===== src/rtl/mrd_pkg.sv =====
package mrd_pkg;
  typedef struct packed {
    logic [3:0] blen;
    logic       ilv;
    logic [2:0] lat;
  } main_cfg_t;

  typedef struct packed {
    logic       dll_en;
    logic [1:0] drv;
  } ext_cfg_t;

  localparam main_cfg_t MAIN_RST = '{blen: 4'd2, ilv: 1'b0, lat: 3'd3};
  localparam ext_cfg_t  EXT_RST  = '{dll_en: 1'b0, drv: 2'b00};

  // bit positions that neighbours rely on
  localparam int unsigned BIT_ORDER  = 3;
  localparam int unsigned BIT_DLLRST = 8;
  localparam int unsigned BIT_DLLOFF = 0;
  localparam int unsigned BIT_DRV_LO = 1;
  localparam int unsigned BIT_DRV_HI = 6;
endpackage


===== src/rtl/mrd_cmd_detect.sv =====
module mrd_cmd_detect (
  input  logic cke_i,
  input  logic cs_ni,
  input  logic ras_ni,
  input  logic cas_ni,
  input  logic we_ni,
  output logic is_cmd_o,
  output logic is_mode_o
);
  logic sel;
  assign sel       = cke_i & ~cs_ni;
  assign is_cmd_o  = sel & ~(ras_ni & cas_ni & we_ni);
  assign is_mode_o = sel & ~ras_ni & ~cas_ni & ~we_ni;
endmodule


===== src/rtl/mrd_field_check.sv =====
module mrd_field_check
  import mrd_pkg::*;
#(
  parameter int unsigned ADDR_W = 12
) (
  input  logic              ba_hi_i,
  input  logic [ADDR_W-1:0] addr_i,
  output logic              main_ok_o,
  output logic              ext_ok_o,
  output logic              dll_rst_req_o,
  output main_cfg_t         main_cfg_o,
  output ext_cfg_t          ext_cfg_o
);
  // bits 0-6 and 8 carry main fields; 0, 1, 6 carry extended fields
  localparam logic [ADDR_W-1:0] MAIN_USED = ADDR_W'(12'h17F);
  localparam logic [ADDR_W-1:0] EXT_USED  = ADDR_W'(12'h043);

  logic blen_ok, lat_ok, drv_ok;

  always_comb begin
    blen_ok         = 1'b1;
    main_cfg_o.blen = 4'd2;
    unique case (addr_i[2:0])
      3'b001:  main_cfg_o.blen = 4'd2;
      3'b010:  main_cfg_o.blen = 4'd4;
      3'b011:  main_cfg_o.blen = 4'd8;
      default: blen_ok = 1'b0;
    endcase
    lat_ok         = 1'b1;
    main_cfg_o.lat = 3'd3;
    unique case (addr_i[6:4])
      3'b011:  main_cfg_o.lat = 3'd3;
      3'b100:  main_cfg_o.lat = 3'd4;
      3'b101:  main_cfg_o.lat = 3'd5;
      default: lat_ok = 1'b0;
    endcase
    main_cfg_o.ilv = addr_i[BIT_ORDER];
  end

  assign drv_ok           = ~(addr_i[BIT_DRV_HI] & addr_i[BIT_DRV_LO]);
  assign ext_cfg_o.dll_en = ~addr_i[BIT_DLLOFF];
  assign ext_cfg_o.drv    = {addr_i[BIT_DRV_HI], addr_i[BIT_DRV_LO]};
  assign dll_rst_req_o    = addr_i[BIT_DLLRST];

  assign main_ok_o = blen_ok & lat_ok & ~|(addr_i & ~MAIN_USED) & ~ba_hi_i;
  assign ext_ok_o  = drv_ok & ~|(addr_i & ~EXT_USED) & ~ba_hi_i;
endmodule


===== src/rtl/mrd_lockout.sv =====
module mrd_lockout #(
  parameter int unsigned MRD_CYCLES = 2
) (
  input  logic clk_i,
  input  logic rst_ni,
  input  logic start_i,
  output logic busy_o
);
  localparam int unsigned CNT_W = (MRD_CYCLES > 2) ? $clog2(MRD_CYCLES) : 1;
  localparam logic [CNT_W-1:0] LOAD = CNT_W'(MRD_CYCLES - 1);

  logic [CNT_W-1:0] cnt_q;

  always_ff @(posedge clk_i or negedge rst_ni) begin
    if (!rst_ni)             cnt_q <= '0;
    else if (start_i)        cnt_q <= LOAD;
    else if (cnt_q != '0)    cnt_q <= cnt_q - 1'b1;
  end

  assign busy_o = (cnt_q != '0);

  AST_WINDOW_OPENS: assert property (@(posedge clk_i) disable iff (!rst_ni)
    start_i |=> busy_o);
  AST_WINDOW_STAYS_SHUT: assert property (@(posedge clk_i) disable iff (!rst_ni)
    (!busy_o && !start_i) |=> !busy_o);
endmodule


===== src/rtl/mode_reg_decoder.sv =====
module mode_reg_decoder
  import mrd_pkg::*;
#(
  parameter int unsigned ADDR_W     = 12,
  parameter int unsigned MRD_CYCLES = 2
) (
  input  logic              clk_i,
  input  logic              rst_ni,
  input  logic              cke_i,
  input  logic              cs_ni,
  input  logic              ras_ni,
  input  logic              cas_ni,
  input  logic              we_ni,
  input  logic [1:0]        ba_i,
  input  logic [ADDR_W-1:0] addr_i,
  input  logic              banks_idle_i,
  output logic [3:0]        burst_len_o,
  output logic              burst_ilv_o,
  output logic [2:0]        read_lat_o,
  output logic              dll_reset_o,
  output logic              dll_en_o,
  output logic [1:0]        drive_str_o,
  output logic              busy_o,
  output logic              cfg_err_o,
  output logic              seq_viol_o
);
  logic      is_cmd, is_mode, main_ok, ext_ok, dll_req;
  logic      timing_ok, accept_main, accept_ext, bad_value, viol_now;
  main_cfg_t main_new, main_q;
  ext_cfg_t  ext_new, ext_q;
  logic      err_q, viol_q, dll_rst_q;

  mrd_cmd_detect u_detect (
    .cke_i    (cke_i),
    .cs_ni    (cs_ni),
    .ras_ni   (ras_ni),
    .cas_ni   (cas_ni),
    .we_ni    (we_ni),
    .is_cmd_o (is_cmd),
    .is_mode_o(is_mode)
  );

  mrd_field_check #(.ADDR_W(ADDR_W)) u_check (
    .ba_hi_i      (ba_i[1]),
    .addr_i       (addr_i),
    .main_ok_o    (main_ok),
    .ext_ok_o     (ext_ok),
    .dll_rst_req_o(dll_req),
    .main_cfg_o   (main_new),
    .ext_cfg_o    (ext_new)
  );

  mrd_lockout #(.MRD_CYCLES(MRD_CYCLES)) u_lock (
    .clk_i  (clk_i),
    .rst_ni (rst_ni),
    .start_i(timing_ok),
    .busy_o (busy_o)
  );

  assign timing_ok   = is_mode & ~busy_o & banks_idle_i;
  assign accept_main = timing_ok & ~ba_i[0] & main_ok;
  assign accept_ext  = timing_ok & ba_i[0] & ext_ok;
  assign bad_value   = timing_ok & (ba_i[0] ? ~ext_ok : ~main_ok);
  assign viol_now    = (is_cmd & busy_o) | (is_mode & ~banks_idle_i);

  always_ff @(posedge clk_i or negedge rst_ni) begin
    if (!rst_ni) begin
      main_q    <= MAIN_RST;
      ext_q     <= EXT_RST;
      err_q     <= 1'b0;
      viol_q    <= 1'b0;
      dll_rst_q <= 1'b0;
    end else begin
      if (accept_main) main_q <= main_new;
      if (accept_ext)  ext_q  <= ext_new;
      err_q     <= err_q | bad_value;
      viol_q    <= viol_q | viol_now;
      dll_rst_q <= accept_main & dll_req;
    end
  end

  assign burst_len_o = main_q.blen;
  assign burst_ilv_o = main_q.ilv;
  assign read_lat_o  = main_q.lat;
  assign dll_en_o    = ext_q.dll_en;
  assign drive_str_o = ext_q.drv;
  assign dll_reset_o = dll_rst_q;
  assign cfg_err_o   = err_q;
  assign seq_viol_o  = viol_q;

  AST_CKE_LOW_HOLDS: assert property (@(posedge clk_i) disable iff (!rst_ni)
    !cke_i |=> ($stable(main_q) && $stable(ext_q)));
  AST_BLEN_LEGAL: assert property (@(posedge clk_i) disable iff (!rst_ni)
    $onehot(burst_len_o) && !burst_len_o[0]);
  AST_ERR_STICKY: assert property (@(posedge clk_i) disable iff (!rst_ni)
    cfg_err_o |=> cfg_err_o);
  AST_DLL_RST_SINGLE: assert property (@(posedge clk_i) disable iff (!rst_ni)
    dll_reset_o |=> !dll_reset_o);
  AST_BANKS_OPEN_HOLDS: assert property (@(posedge clk_i) disable iff (!rst_ni)
    !banks_idle_i |=> ($stable(main_q) && $stable(ext_q)));
  AST_VIOL_STICKY: assert property (@(posedge clk_i) disable iff (!rst_ni)
    seq_viol_o |=> seq_viol_o);
  AST_BUSY_HOLDS: assert property (@(posedge clk_i) disable iff (!rst_ni)
    busy_o |=> ($stable(main_q) && $stable(ext_q)));
endmodule


===== config.mk =====
export PLATFORM = sky130hd
export DESIGN_NAME = mode_reg_decoder
export DESIGN_NICKNAME = d
export VERILOG_FILES = /design/src/rtl/mrd_pkg.sv /design/src/rtl/mrd_cmd_detect.sv /design/src/rtl/mrd_field_check.sv /design/src/rtl/mrd_lockout.sv /design/src/rtl/mode_reg_decoder.sv
export SDC_FILE = /design/constraint.sdc
export NUM_CORES = 1
export LEC_CHECK = 0
export ABC_AREA = 0
export CORE_MARGIN = 4
export CORE_UTILIZATION = 42
export DETAILED_ROUTE_END_ITERATION = 7
export GPL_TIMING_DRIVEN = 0
export PLACE_DENSITY = 0.79
export SLEW_MARGIN = 20
export SYNTH_ARGS = -nofsm -noshare
export SYNTH_HDL_FRONTEND = slang
export SYNTH_HIERARCHICAL = 1
export SYNTH_SLANG_ARGS = --single-unit

===== constraint.sdc =====
create_clock -name clk_i -period 3.33 [get_ports clk_i]
set_input_delay 0.4995 -clock clk_i [delete_from_list [all_inputs] [get_ports clk_i]]
set_output_delay 0.4995 -clock clk_i [all_outputs]
set_load 0.01 [all_outputs]

==> results_dict.tcl, run 1 <==
set metrics [dict create \
    tns_ns 0 \
    setup_violations 0 \
    cp_data_arrival_time_ns 2.60 \
    cap_violations 0 \
    fin_util 0.688 \
    clockBufferDepth 2 \
    place.gp.congestion 0.658 \
    numCtsBuffers 3 \
    grt_setup_unrepaired "no" \
    ir_drop_v 0.000238 \
    use_met2 0.293 \
    post_route_cells_drive_above_1_share 0.320 \
    grt_pass1_vias 676 \
    clock.fmax_mhz 411 \
    final-seq-area_um2 379 \
    hold_buffers 0 \
    clock_latency_ns 0.28 \
    hpwl_um 1410 \
    synth_area_um2 771 \
    grt_max_degree 16 \
    dpl-instance-area_um2 1160 \
    critPathKind "input pin to flip-flop" \
    rows 15 \
    fillers 138 \
    grtUsageMet3 0.0466 \
    drt_iter0_markers 4 \
    clock_skew_ns 0.00755 \
    io_buffers 36 \
    slew_headroom 0.541 \
    hp-class "flip-flop to flip-flop" \
    p_per_area_nw_per_um2 304 \
    syn_inst 60 \
    fin_crit_sh 0.730 \
    die_x_um 50.8 \
    h-tree-depth 1 \
    ys_seq_area_frac 0.492 \
    grt_busiest_layer "met2" \
    stdcell_area_um2 1190 \
    num_io_pins 37 \
    die_area_um2 2580 \
    cp-start-kind "input pin" \
    fin_ws_ns 0.899 \
    use_met1 0.168 \
    grt_antenna_before_repair 0 \
    finalNonFillerCells 125 \
    hold_slack_ns 0.475 \
    drt-total-wl_um 1670 \
    final_cell_mix "clkdlybuf4s50_1 (36), dfrtp_1 (12), mux2_2 (8)" \
    critical_path.max_fanout 9 \
    final-hold-violation-count 0 \
    clk_pin_slew_ns 0.09 \
    cts.repair.resized 0 \
    fin_crit_ns 2.43 \
    core_area_um2 1730 \
    worst_pin_slew_ns 0.686 \
    vias 583 \
    nets 123 \
    endpoint_kind "flip-flop" \
    dp_slack_ns 0.594 \
    synthFlopType "dfrtp_1" \
    dp.cells 121 \
    drt.antenna.violating_nets 0 \
    maxSlewViolCount 0 \
    wl_per_cell_um 13.4 \
    finalPower_uw 361 \
    area_growth_pct 54.2 \
    synth_cell_types 28 \
    synth-async-reset-ratio 1.00 \
    outcome "finished clean" \
    ys_warn_count 6 \
    clock-root-buffer "clkbuf_4" \
    ys_ff_latch 15 \
    cts_sinks 15 \
    p_leak_nw 0.544 \
    post_cts_buffers 0 \
    synth-edff-count 0 \
    grt_pass1_wl_um 3040 \
    final_common_cell "clkdlybuf4s50_1" \
    crit_required_ns 3.49 \
    syn_nets 82 \
    viasPerCell 4.66 \
    grt.overflow.total 0 \
    initial_utilization 0.446 \
    multiInputGateArea_um2 339 \
    drc_errors 0 \
    syn_area_per_cell_um2 12.8 \
    first_pass_iters 2 \
    die_h_um 50.8 \
    cts_tree "yes" \
    n_antenna_cell 0 \
    globalRouteTotalUtil 0.158 \
]
-- metal layers --
layer | up-vias | part of all wire
met1 | 275 | 0.37
met3 | 2 | 0.096
met4 | 0 | 0.011
met5 | - | 0
li1 | 281 | -
met2 | 25 | 0.52
-- cells by family (layout without fill, tap and decap cells) --
logic type / count (synthesis) / after routing / synth area share
buffers and inverters: 9 / 49 / 0.0682
AND/OR/NAND/NOR: 18 / 18 / 0.203
other: 1 / 1 / 0.00487
flip-flops: 15 / 15 / 0.492
AO/OA/AOI/OAI: 6 / 6 / 0.0714
multiplexers: 11 / 11 / 0.161
-- synth_stat cells (all sizes together) (2+ instances only) --
cell type	instances	share of area
a2111oi	2	0.039
nand3b	2	0.036
or4	2	0.024
dfrtp	12	0.39
inv	4	0.019
buf	5	0.049
nor2	5	0.049
nand2b	4	0.049
mux2	11	0.16
dfstp	3	0.10
-- path summary, 6_finish.rpt --
path / startpoint / slack (ns) / to / cells past startpoint
max in group asynchronous: rst_ni / 2.26 / u_lock/busy_o$_DFF_PN0_ / 1
min reg2reg: cfg_err_o$_DFF_PN0_ / 0.48 / cfg_err_o$_DFF_PN0_ / 1
max: addr_i[2] / 0.90 / burst_len_o[3]$_DFFE_PN0P_ / 6
min: cfg_err_o$_DFF_PN0_ / 0.48 / cfg_err_o$_DFF_PN0_ / 1
max reg2reg: u_lock/busy_o$_DFF_PN0_ / 2.04 / burst_len_o[3]$_DFFE_PN0P_ / 3
min in group asynchronous: rst_ni / 0.62 / burst_len_o[0]$_DFFE_PN0P_ / 1
-- state kept, by name, indices dropped and copies added (netlist names) --
name / flops
u_lock/busy_o: 1
dll_en_o: 1
cfg_err_o: 1
burst_len_o: 4
seq_viol_o: 1
drive_str_o: 2
dll_reset_o: 1
burst_ilv_o: 1
read_lat_o: 3
-- report_power, final --
group	internal (mW)	total [mW]	switching (mW)	leakage, nW
sequential	0.188	0.191	0.00280	0.193
combinational	0.0435	0.0679	0.0244	0.336
clock	0.0465	0.103	0.0560	0.0150
total	0.278	0.361	0.0832	0.544
-- cell type report --
type | count | area share
Sequential cell | 15 | 0.319
Timing Repair Buffer | 36 | 0.303
Multi-Input combinational cell | 36 | 0.285
Buffer | 5 | 0.0316
Tap cell | 25 | 0.0263
Clock buffer | 4 | 0.0221
Inverter | 4 | 0.0126
-- critical path, stage by stage --
cell	delay (ns)
clkdlybuf4s50_1	0.41
or4_4	0.56
a2111oi_2	0.41
nand2b_2	0.17
nor2_8	0.18
mux2_2	0.36
Note: power is estimated with default switching activity, not from simulation.
==> run 2, diff against run 1 <==
--- a/config.mk
+++ b/config.mk
@@ -7,10 +7,10 @@
 export LEC_CHECK = 0
 export ABC_AREA = 0
 export CORE_MARGIN = 4
-export CORE_UTILIZATION = 42
+export CORE_UTILIZATION = 35
 export DETAILED_ROUTE_END_ITERATION = 7
 export GPL_TIMING_DRIVEN = 0
-export PLACE_DENSITY = 0.79
+export PLACE_DENSITY = 0.7
 export SLEW_MARGIN = 20
 export SYNTH_ARGS = -nofsm -noshare
 export SYNTH_HDL_FRONTEND = slang
==> constraint.sdc (replaced) <==
create_clock -name clk_i -period 2.11 [get_ports clk_i]
set_input_delay 0.3165 -clock clk_i [delete_from_list [all_inputs] [get_ports clk_i]]
set_output_delay 0.3165 -clock clk_i [all_outputs]
set_load 0.01 [all_outputs]
==> results_dict.tcl, run 2 (synthesized netlist as in run 1, its figures left out) <==
set metrics [dict create \
    outcome "finished clean" \
    setup_violations 0 \
    fin_crit_sh 0.980 \
    cts_sinks 15 \
    drc_errors 0 \
    viasPerCell 4.62 \
    drt-total-wl_um 1810 \
    place.gp.congestion 0.722 \
    slowest_delay_ns 0.60 \
    p_per_area_nw_per_um2 457 \
    final_cell_mix "clkdlybuf4s50_1 (36), dfrtp_1 (12), mux2_2 (8)" \
    cp_data_arrival_time_ns 2.24 \
    r2r_end "drive_str_o[0]$_DFFE_PN0P_" \
    rr_startpoint "u_lock/busy_o$_DFF_PN0_" \
    slew_headroom 0.540 \
    die_h_um 54.9 \
    slowest_stage "or4_1" \
    clock.fmax_mhz 484 \
    final-hold-violation-count 0 \
    critPathKind "input pin to flip-flop" \
    nets 126 \
    drt_iter0_markers 1 \
    endpoint_kind "flip-flop" \
    seq_power_share 0.523 \
    internal_power_uw 438 \
    path_depth 6 \
    dpl-instance-area_um2 1160 \
    cap_violations 0 \
    grt_pass1_wl_um 2990 \
    first_pass_iters 3 \
    dp_slack_ns -0.398 \
    grt_max_degree 16 \
    stdcell_area_um2 1260 \
    p_leak_nw 0.567 \
    wl_per_cell_um 13.9 \
    tns_ns 0 \
    h-tree-depth 1 \
    initial_utilization 0.381 \
    met3_length_um 97 \
    swShare 0.242 \
    critical_path.max_fanout 3 \
    met1_length_um 745 \
    ir_drop_v 0.000371 \
    clockBufferDepth 2 \
    final_common_cell "clkdlybuf4s50_1" \
    num_io_pins 37 \
    grt_setup_unrepaired "yes" \
    grt.overflow.total 0 \
    fin_crit_ns 2.07 \
    critPathTopFamily "simple AND/OR/NAND/NOR gates" \
    n_antenna_cell 0 \
    crit_required_ns 2.28 \
    dp.cells 123 \
    clock-root-buffer "clkbuf_4" \
    numCtsBuffers 3 \
    startpoint "addr_i[5]" \
    drt.antenna.violating_nets 0 \
    clock_latency_ns 0.27 \
    hp-class "input pin to async pin" \
    fin_ws_ns 0.0431 \
    die_area_um2 3020 \
    area_growth_pct 64.0 \
    globalRouteTotalUtil 0.142 \
    clk_pin_slew_ns 0.09 \
    post_route_cells_drive_above_1_share 0.369 \
    largest_reg_flops 4 \
    core_area_um2 2020 \
    crit_chain "clkdlybuf4s50_1 -> or4_1 -> a2111oi_4 -> nand2_2 -> nor2_4 -> mux2_2" \
    grt_pass1_vias 635 \
    cts_tree "yes" \
    reg2reg_slack_ns 0.84 \
    fillers 176 \
    p_comb_frac 0.197 \
    finalNonFillerCells 130 \
    worst_pin_slew_ns 0.687 \
    hold_buffers 0 \
    hpwl_um 1330 \
    vias 601 \
    grt_antenna_before_repair 0 \
    finalPower_uw 578 \
    cp-start-kind "input pin" \
    top_layer "met4" \
    maxSlewViolCount 0 \
    multiInputGateArea_um2 395 \
    clock_skew_ns 0.000471 \
    rows 16 \
    route.met2.wl_um 941 \
    die_x_um 54.9 \
    clkPwrFrac 0.281 \
    worst-r2r-cell-count 3 \
    io_buffers 36 \
    p_switching_uw 140 \
    path_buf_inv 1 \
    final-seq-area_um2 379 \
]
run 2: worst max path at each step:
| stage | end | slack (ns) |
|---|---|---|
| floorplan | burst_ilv_o$_DFFE_PN0P_ | 0.13 |
| global placement | burst_ilv_o$_DFFE_PN0P_ | -0.40 |
| detailed placement | burst_ilv_o$_DFFE_PN0P_ | -0.40 |
| CTS | burst_ilv_o$_DFFE_PN0P_ | 0.02 |
| global route | drive_str_o[1]$_DFFE_PN0P_ | -0.03 |
| finish | drive_str_o[0]$_DFFE_PN0P_ | 0.04 |
run 2: worst reg2reg max path, cell delays in order (launching register included):
cell and delay, ns:
dfrtp_1 0.41, nand3b_4 0.23, nor2_4 0.18, mux2_2 0.34
run 2: cell type report:
cell class	count	area share
multi-input combinational	37	0.313
sequential	15	0.300
timing repair buffer	38	0.297
buffer	5	0.0297
tap	27	0.0267
clock buffer	3	0.0178
inverter	4	0.0119
clock inverter	1	0.00396
run 2: per-layer routing:
layer	track usage	up-vias
met5	0	-
li1	-	293
met4	0.0607	0
met2	0.258	18
met1	0.161	288
met3	0.0268	2
run 2: power by group through the flow:
stage                     clock [mW]  sequential [mW]  combinational (mW)
final                          0.162            0.302               0.114
after CTS                      0.173            0.302               0.110
after global placement             0            0.307               0.106
after global routing           0.182            0.303               0.123
after detailed placement           0            0.307               0.108
after floorplan                    0            0.312              0.0285
run 2: through the flow:
step / hold WS [ns] / utilization
detailed placement: 0.458 / 0.576
global placement: 0.452 / 0.576
floorplan: 0.0209 / -
global route: 0.491 / 0.625
finish: 0.447 / 0.625
CTS: 0.475 / 0.610
run 2: timing repair:
action,in CTS,in global routing
endpoints found under the hold margin,0,0
endpoints found under the setup margin,9,11
pin swaps,3,2
gates cloned,1,0
gates resized for setup,3,4
buffers inserted,1,1
